[src/rtl/sw_pkg.sv]
package sw_pkg;
  localparam int NUM_DIGITS = 4;
  localparam int DIGIT_W = 4;

  typedef struct packed {
    logic advance;
    logic frozen;
  } swStrobe_t;

  function automatic int digitModulus(input int idx);
    return (idx == NUM_DIGITS - 1) ? 6 : 10;
  endfunction
endpackage

[src/rtl/sw_control.sv]
module sw_control
  import sw_pkg::*;
#(
  parameter int DIVIDE = 1000000
) (
  input  logic      clk,
  input  logic      rstN,
  input  logic      holdCount,
  output swStrobe_t strobe
);
  localparam int CNT_W = (DIVIDE > 1) ? $clog2(DIVIDE) : 1;
  localparam logic [CNT_W-1:0] LAST = CNT_W'(DIVIDE - 1);

  logic [CNT_W-1:0] divCount;
  logic tick;

  assign tick = (divCount == LAST);

  always_ff @(posedge clk or negedge rstN) begin
    if (!rstN) divCount <= '0;
    else if (tick) divCount <= '0;
    else divCount <= divCount + CNT_W'(1);
  end

  always_comb begin
    strobe.advance = tick & ~holdCount;
    strobe.frozen  = holdCount;
  end

  // divider stays inside its range
  a_r8_div_range: assert property (@(posedge clk) disable iff (!rstN)
    divCount <= LAST);

  // divider restarts after each tick
  a_r8_div_restart: assert property (@(posedge clk) disable iff (!rstN)
    tick |=> divCount == '0);

  generate
    if (DIVIDE > 1) begin : g_spaced
      // ticks are single-cycle pulses
      a_r8_tick_single: assert property (@(posedge clk) disable iff (!rstN)
        tick |=> !tick);
    end
  endgenerate
endmodule

[src/rtl/sw_digit.sv]
module sw_digit #(
  parameter int MODULUS = 10,
  parameter int WIDTH   = 4
) (
  input  logic             clk,
  input  logic             rstN,
  input  logic             en,
  output logic [WIDTH-1:0] q,
  output logic             atMax
);
  localparam logic [WIDTH-1:0] MAXV = WIDTH'(MODULUS - 1);

  assign atMax = (q == MAXV);

  always_ff @(posedge clk or negedge rstN) begin
    if (!rstN) q <= '0;
    else if (en) q <= atMax ? '0 : q + WIDTH'(1);
  end

  // never above the digit maximum
  a_r9_in_range: assert property (@(posedge clk) disable iff (!rstN)
    q <= MAXV);

  // an enabled digit below its maximum steps by one
  a_r2_step: assert property (@(posedge clk) disable iff (!rstN)
    (en && q != MAXV) |=> q == $past(q) + WIDTH'(1));

  // an enabled digit at its maximum wraps to zero
  a_r3_wrap: assert property (@(posedge clk) disable iff (!rstN)
    (en && q == MAXV) |=> q == '0);

  // a disabled digit keeps its value
  a_r6_steady: assert property (@(posedge clk) disable iff (!rstN)
    !en |=> $stable(q));
endmodule

[src/rtl/sw_digit_chain.sv]
module sw_digit_chain
  import sw_pkg::*;
(
  input  logic                                 clk,
  input  logic                                 rstN,
  input  swStrobe_t                            strobe,
  output logic [NUM_DIGITS-1:0][DIGIT_W-1:0]   digits
);
  logic [NUM_DIGITS:0]   enChain;
  logic [NUM_DIGITS-1:0] atMax;

  assign enChain[0] = strobe.advance;

  generate
    for (genvar i = 0; i < NUM_DIGITS; i++) begin : g_digit
      sw_digit #(
        .MODULUS(digitModulus(i)),
        .WIDTH  (DIGIT_W)
      ) u_digit (
        .clk  (clk),
        .rstN (rstN),
        .en   (enChain[i]),
        .q    (digits[i]),
        .atMax(atMax[i])
      );
      assign enChain[i+1] = enChain[i] & atMax[i];
    end
  endgenerate

  // holding freezes the whole time value
  a_r6_hold_freeze: assert property (@(posedge clk) disable iff (!rstN)
    strobe.frozen |=> $stable(digits));

  // seconds units moves only after two lower nines on an advance
  a_r4_units_gate: assert property (@(posedge clk) disable iff (!rstN)
    !(strobe.advance && digits[0] == 4'd9 && digits[1] == 4'd9)
      |=> $stable(digits[2]));

  // tens digit moves only after three lower nines on an advance
  a_r5_tens_gate: assert property (@(posedge clk) disable iff (!rstN)
    !(strobe.advance && digits[0] == 4'd9 && digits[1] == 4'd9 && digits[2] == 4'd9)
      |=> $stable(digits[3]));

  // full wrap from 59.99
  a_r7_rollover: assert property (@(posedge clk) disable iff (!rstN)
    (strobe.advance && digits[3] == 4'd5 && digits[2] == 4'd9 &&
     digits[1] == 4'd9 && digits[0] == 4'd9) |=> digits == '0);
endmodule

[src/rtl/stopwatch_timebase.sv]
module stopwatch_timebase
  import sw_pkg::*;
#(
  parameter int DIVIDE = 1000000
) (
  input  logic       clk,
  input  logic       rstN,
  input  logic       holdCount,
  output logic [3:0] centiDigit,
  output logic [3:0] deciDigit,
  output logic [3:0] secOnesDigit,
  output logic [3:0] secTensDigit
);
  swStrobe_t strobe;
  logic [NUM_DIGITS-1:0][DIGIT_W-1:0] digits;

  sw_control #(.DIVIDE(DIVIDE)) u_control (
    .clk      (clk),
    .rstN     (rstN),
    .holdCount(holdCount),
    .strobe   (strobe)
  );

  sw_digit_chain u_chain (
    .clk   (clk),
    .rstN  (rstN),
    .strobe(strobe),
    .digits(digits)
  );

  assign centiDigit   = digits[0];
  assign deciDigit    = digits[1];
  assign secOnesDigit = digits[2];
  assign secTensDigit = digits[3];
endmodule

[config.mk]
export PLATFORM = sky130hd
export DESIGN_NAME = stopwatch_timebase
export DESIGN_NICKNAME = d
export VERILOG_FILES = /design/src/rtl/sw_pkg.sv /design/src/rtl/sw_control.sv /design/src/rtl/sw_digit.sv /design/src/rtl/sw_digit_chain.sv /design/src/rtl/stopwatch_timebase.sv
export SDC_FILE = /design/constraint.sdc
export NUM_CORES = 1
export LEC_CHECK = 0
export CAP_MARGIN = 20
export CORE_UTILIZATION = 35
export DETAILED_ROUTE_END_ITERATION = 10
export HOLD_SLACK_MARGIN = 0.03
export PLACE_DENSITY = 0.6
export SLEW_MARGIN = 40
export SYNTH_ARGS = -nofsm -noshare
export SYNTH_HDL_FRONTEND = slang
export SYNTH_SLANG_ARGS = --single-unit
[constraint.sdc]
create_clock -name clk -period 2.5 [get_ports clk]
set_clock_uncertainty 0.2 [all_clocks]
set_input_delay 0.375 -clock clk [delete_from_list [all_inputs] [get_ports clk]]
set_output_delay 0.375 -clock clk [all_outputs]
set_load 0.1 [all_outputs]
==> results of run 1 <==
[routing by layer]
metal,track usage,up-vias
met5,0,-
met4,0.0719,0
met3,0.0431,5
met2,0.199,27
met1,0.194,615
li1,-,634
[stage by stage]
step	std cells	cell area (sq um)	utilization	hold WS [ps]	power (W)
4_1_cts	262	2080	0.437	293	0.00104
3_5_place_dp	254	1980	0.417	279	0.000622
2_1_floorplan	168	1750	-	-121	0.000603
3_3_place_gp	254	1980	0.417	275	0.000622
6_report	262	2080	0.437	291	0.00103
5_1_grt	262	2080	0.437	316	0.00108
[sequential cells by signal, summed over array words and instances, names as in the netlist]
signal	count
u_chain.g_digit.u_digit.q	16
u_control.divCount	20
[worst min-delay path by stage]
stage                                 endpoint                       startpoint
2_1_floorplan  u_chain.g_digit[0].u_digit.q[0]                             rstN
3_3_place_gp             u_control.divCount[4]            u_control.divCount[4]
3_5_place_dp            u_control.divCount[19]           u_control.divCount[19]
4_1_cts                 u_control.divCount[19]           u_control.divCount[19]
5_1_grt        u_chain.g_digit[0].u_digit.q[0]  u_chain.g_digit[0].u_digit.q[0]
6_report       u_chain.g_digit[2].u_digit.q[0]  u_chain.g_digit[2].u_digit.q[0]
[cell families after synthesis]
kind of cell / after synthesis / share of synthesized area
compound gates: 16 / 0.0546
xor+xnor: 23 / 0.116
mux: 2 / 0.0122
fa+ha+maj: 1 / 0.00719
simple gates: 83 / 0.275
buf+inv: 7 / 0.0173
flops: 36 / 0.518
[worst max-delay path: stages, from the launching register on]
cell,delay [ps]
dfrtp_1,420
or4_4,560
nor4_4,340
nand3_4,180
or4_1,420
nand2_1,90
[synthesized netlist by cell type (2+ instances only)]
| master | number |
|---|---|
| inv_1 | 5 |
| xnor2_1 | 10 |
| nand2b_1 | 2 |
| nand4_1 | 3 |
| nor2b_1 | 4 |
| nand3_1 | 15 |
| xor2_1 | 13 |
| o21ai_0 | 9 |
| and3_1 | 4 |
| or4bb_1 | 2 |
| nor2_1 | 15 |
| nand2_1 | 16 |
| a21oi_1 | 2 |
| nor3_1 | 6 |
| nand3b_1 | 2 |
| dfrtp_1 | 36 |
| a21o_1 | 2 |
[cell usage in the layout, fill, tap and decap left out, drive strengths merged, types with 2 or more instances in the layout]
cell type      instances
dfrtp                 36
buf                   19
nand2                 16
nand3                 16
nor2                  15
xor2                  13
xnor2                 10
o21ai                  9
nor3                   6
clkbuf                 6
inv                    5
and3                   4
nor2b                  4
nand4                  3
nor4                   3
nand2b                 2
or4bb                  2
a21oi                  2
a21o                   2
nand3b                 2
clkinv                 2
clkdlybuf4s50          2
or4                    2
and2                   2
[final cells by class]
type / count / area share
well taps: 67 / 0.0404
repair buffers: 21 / 0.0783
flip-flops and latches: 36 / 0.438
clock buffers: 6 / 0.0398
multi-input cells: 125 / 0.390
clock inverters: 2 / 0.00482
inverters: 5 / 0.00904
[report_power, final]
| part | switching [W] | leakage [nW] | total [W] | internal, W |
|---|---|---|---|---|
| logic | 0.0000190 | 0.417 | 0.0000257 | 0.00000670 |
| registers | 0.000000971 | 0.457 | 0.000584 | 0.000583 |
| clock network | 0.000197 | 0.0510 | 0.000416 | 0.000220 |
==> flow_summary.json, run 1 <==
{
  "crit_type": "flip-flop to flip-flop",
  "dpl_worst_slack_ps": -35.7,
  "powerDensity_mw_per_mm2": 494,
  "synth_ff_type": "dfrtp_1",
  "cts_resized": 0,
  "syn_area_per_cell_sq_um": 10.4,
  "die_area_sq_mm": 0.00526,
  "critPathLaunchType": "flip-flop",
  "yosys-top-cells-area": "dfrtp_1, xor2_1, xnor2_1, nand3_1, nand2_1",
  "vias": 1281,
  "wl_um": 3240,
  "synth_area_sq_mm": 0.00174,
  "worst_pin_slew_ps": 511,
  "core_sq_mm": 0.00475,
  "multi_input_area_sq_um": 810,
  "postCtsSetupBuffers": 0,
  "max_cap_violations": 0,
  "fin_crit_sh": 0.907,
  "firstDrtPassIters": 4,
  "ios": 19,
  "ctsHoldBuffers": 0,
  "yosys_warnings": 0,
  "met2RoutedLength_um": 1440,
  "seq_area_sq_um": 910,
  "synth-seq-cells": 36,
  "synth_top_cell_by_area": "dfrtp_1",
  "ir_drop_v": 0.000280,
  "vias_per_cell": 4.89,
  "wl_met3_um": 134,
  "nFillCells": 462,
  "portBuffers": 18,
  "met1Wirelength_um": 1600,
  "insertedDiodeCount": 0,
  "reg2reg_depth": 5,
  "cts_buffers": 5,
  "required_ps": 2520,
  "drt_iter0_markers": 52,
  "die-height_um": 72.5,
  "cts_tree": "built",
  "slew_viol_final": 0,
  "rsz0062_at_grt": "false",
  "cts_root_buffer": "clkbuf_8",
  "seq_area_frac_synth": 0.518,
  "overflow": 0,
  "start_util": 0.366,
  "antenna_found_initial": 0,
  "clk_pin_slew_worst_paths_ps": 80,
  "wl_per_cell_um": 12.4,
  "r2r_slack_ps": 230,
  "critPathMaxFanout": 10,
  "synth_top_area_frac": 0.518,
  "arrival_ps": 2290,
  "status": "finished clean",
  "grt_pass1_vias": 1204,
  "tns_ps": 0,
  "grt_pass1_wl_um": 5580,
  "setup_viol": 0,
  "layout-drive-gt1-share": 0.215,
  "end_kind": "flip-flop",
  "syn_nets": 172,
  "hold_viol": 0,
  "p_leak_nw": 0.925,
  "clock.fmax_mhz": 441,
  "period_needed_ps": 2270,
  "min_delay_path_depth": 1,
  "grtUsageTotal": 0.141,
  "insertion_delay_ps": 290,
  "reg2reg_from": "u_control.divCount[15]",
  "critPathLaunch": "u_control.divCount[15]",
  "htree_levels": 2,
  "setup_ws_ps": 233,
  "die_w_um": 72.5,
  "fp-row-count": 25,
  "endpoint": "u_chain.g_digit[2].u_digit.q[1]",
  "place_hpwl_um": 2330,
  "min_path_type": "flip-flop to flip-flop",
  "highest_layer": "met4",
  "slew_headroom": 0.656,
  "timing.rr.end": "u_chain.g_digit[2].u_digit.q[1]",
  "synthCells": 168,
  "max-clock-path-buffers": 2,
  "synth_edf_count": 0,
  "clkSinkCount": 36,
  "nets": 198,
  "areaGrowthSynthToFinish_pct": 19.3,
  "route.detailed.drc": 0,
  "place.gp.congestion": 0.757,
  "async_flop_share": 1.00,
  "grt_max_degree": 37,
  "synth.distinct_cells": 39,
  "drtAntennaViolNets": 0
}
Power figures use the tool's default switching activity.
==> inputs of run 2 (changes only) <==
Settings changed: MAX_ROUTING_LAYER set to met4, SKIP_CTS_REPAIR_TIMING set to 1.
==> flow_summary.json, run 2 (synthesized netlist as in run 1, its figures left out) <==
{
  "seq_area_sq_um": 910,
  "netSwitchingFraction": 0.211,
  "wl_met3_um": 134,
  "top_regs": "u_control.divCount (20), u_chain.g_digit.u_digit.q (16)",
  "powerDensity_mw_per_mm2": 494,
  "seq_power_share": 0.570,
  "critical-path-top-delay-family": "simple AND/OR/NAND/NOR gates",
  "grtUsageTotal": 0.145,
  "antenna_found_initial": 0,
  "vias": 1290,
  "layout-drive-gt1-share": 0.215,
  "insertion_delay_ps": 290,
  "grt_pass1_wl_um": 5570,
  "clkSinkCount": 36,
  "clk_pin_slew_worst_paths_ps": 80,
  "core_sq_mm": 0.00475,
  "p_leak_nw": 0.925,
  "reg2reg_from": "u_control.divCount[15]",
  "critPathLaunchType": "flip-flop",
  "wl_um": 3220,
  "clkPwrFrac": 0.405,
  "die_w_um": 72.5,
  "fin_crit_sh": 0.904,
  "r2r_slack_ps": 240,
  "p_switching_w": 0.000216,
  "arrival_ps": 2290,
  "drt_iter0_markers": 54,
  "grt_max_degree": 37,
  "max_cap_violations": 0,
  "areaGrowthSynthToFinish_pct": 19.3,
  "min_delay_path_depth": 1,
  "required_ps": 2520,
  "hold_start": "u_control.divCount[19]",
  "end_kind": "flip-flop",
  "setup_viol": 0,
  "crit_type": "flip-flop to flip-flop",
  "rsz0062_at_grt": "false",
  "firstDrtPassIters": 5,
  "nFillCells": 462,
  "layout_commonest_cell": "dfrtp_1",
  "cts_buffers": 5,
  "slew_viol_final": 0,
  "clock.fmax_mhz": 442,
  "highest_layer": "met4",
  "path_cells": "or4_4 -> nor4_4 -> nand3_4 -> or4_1 -> nand2_1",
  "ir_drop_v": 0.000280,
  "period_needed_ps": 2260,
  "intPower_w": 0.000809,
  "insertedDiodeCount": 0,
  "hold_viol": 0,
  "die_area_sq_mm": 0.00526,
  "htree_levels": 2,
  "portBuffers": 18,
  "multi_input_area_sq_um": 810,
  "grt_pass1_vias": 1205,
  "met1Wirelength_um": 1590,
  "place.gp.congestion": 0.767,
  "placedInstanceArea_sq_mm": 0.00198,
  "die-height_um": 72.5,
  "met2RoutedLength_um": 1430,
  "place_hpwl_um": 2330,
  "overflow": 0,
  "critPathMaxFanout": 10,
  "reg2reg_depth": 5,
  "nets": 198,
  "cts_tree": "built",
  "path_buf_inv": 0,
  "start_util": 0.366,
  "largest_reg_flops": 20,
  "route.detailed.drc": 0,
  "largest_register": "u_control.divCount",
  "timing.rr.end": "u_chain.g_digit[2].u_digit.q[1]",
  "cp_slowest_stage_delay_ps": 560,
  "worst_pin_slew_ps": 514,
  "crit_path_top_delay_cell": "or4_4",
  "wl_per_cell_um": 12.3,
  "slew_headroom": 0.654,
  "fp-row-count": 25,
  "min_path_type": "flip-flop to flip-flop",
  "cts_root_buffer": "clkbuf_8",
  "status": "finished clean",
  "min_to": "u_control.divCount[19]",
  "combPwrFrac": 0.025,
  "design_area_sq_mm": 0.00208,
  "ios": 19,
  "drtAntennaViolNets": 0,
  "final_cell_mix": "dfrtp_1, buf_4, nand2_1",
  "vias_per_cell": 4.92,
  "post-route-util": 0.437,
  "max-clock-path-buffers": 2
}
==> run 2: cell counts in the layout (fill, tap and decap cells not counted) <==
No cell type changed its count.
==> run 2: worst max path at each step <==
stage	from	endpoint	slack, ps	cells past startpoint
2_1_floorplan	u_chain.g_digit[1].u_digit.q[0]	u_chain.g_digit[3].u_digit.q[1]	4	4
3_3_place_gp	holdCount	u_chain.g_digit[2].u_digit.q[1]	20	6
3_5_place_dp	holdCount	u_chain.g_digit[2].u_digit.q[1]	-40	6
4_1_cts	u_control.divCount[15]	u_chain.g_digit[2].u_digit.q[1]	220	5
5_1_grt	u_chain.g_digit[1].u_digit.q[1]	u_chain.g_digit[3].u_digit.q[2]	130	5
6_report	u_control.divCount[15]	u_chain.g_digit[2].u_digit.q[1]	240	5
==> run 2: final cells by class <==
type	instances	area share
Multi-Input combinational cell	125	0.390
Inverter	5	0.00904
Clock buffer	6	0.0398
Tap cell	67	0.0404
Clock inverter	2	0.00482
Timing Repair Buffer	21	0.0783
Sequential cell	36	0.438
==> run 2: routing by layer <==
metal  GRT usage  vias to the layer above
met2       0.199                       26
li1            -                      634
met3      0.0431                        7
met4      0.0719                        0
met1       0.194                      623
met5           -                        -
==> run 2: worst reg2reg max path: stages, from the launching register on <==
cell and delay [ps]:
dfrtp_1 410, or4_4 560, nor4_4 340, nand3_4 180, or4_1 420, nand2_1 90
==> run 2: power groups by stage <==
stage / Clock, W / Sequential [W] / Combinational, W
detailed placement: 0 / 0.000595 / 0.0000268
finish: 0.000416 / 0.000584 / 0.0000257
global placement: 0 / 0.000595 / 0.0000264
CTS: 0.000434 / 0.000584 / 0.0000270
global route: 0.000465 / 0.000584 / 0.0000289
floorplan: 0 / 0.000601 / 0.00000156
==> run 2: per-stage QoR <==
step	total power [W]	setup WS [ps]	instances	TNS (ps)	hold slack (ps)
floorplan	0.000603	3.96	168	0	-121
global placement	0.000622	22.6	254	0	275
detailed placement	0.000622	-35.7	254	-43.3	279
CTS	0.00104	215	262	0	293
global route	0.00108	128	262	0	316
finish	0.00103	240	262	0	288
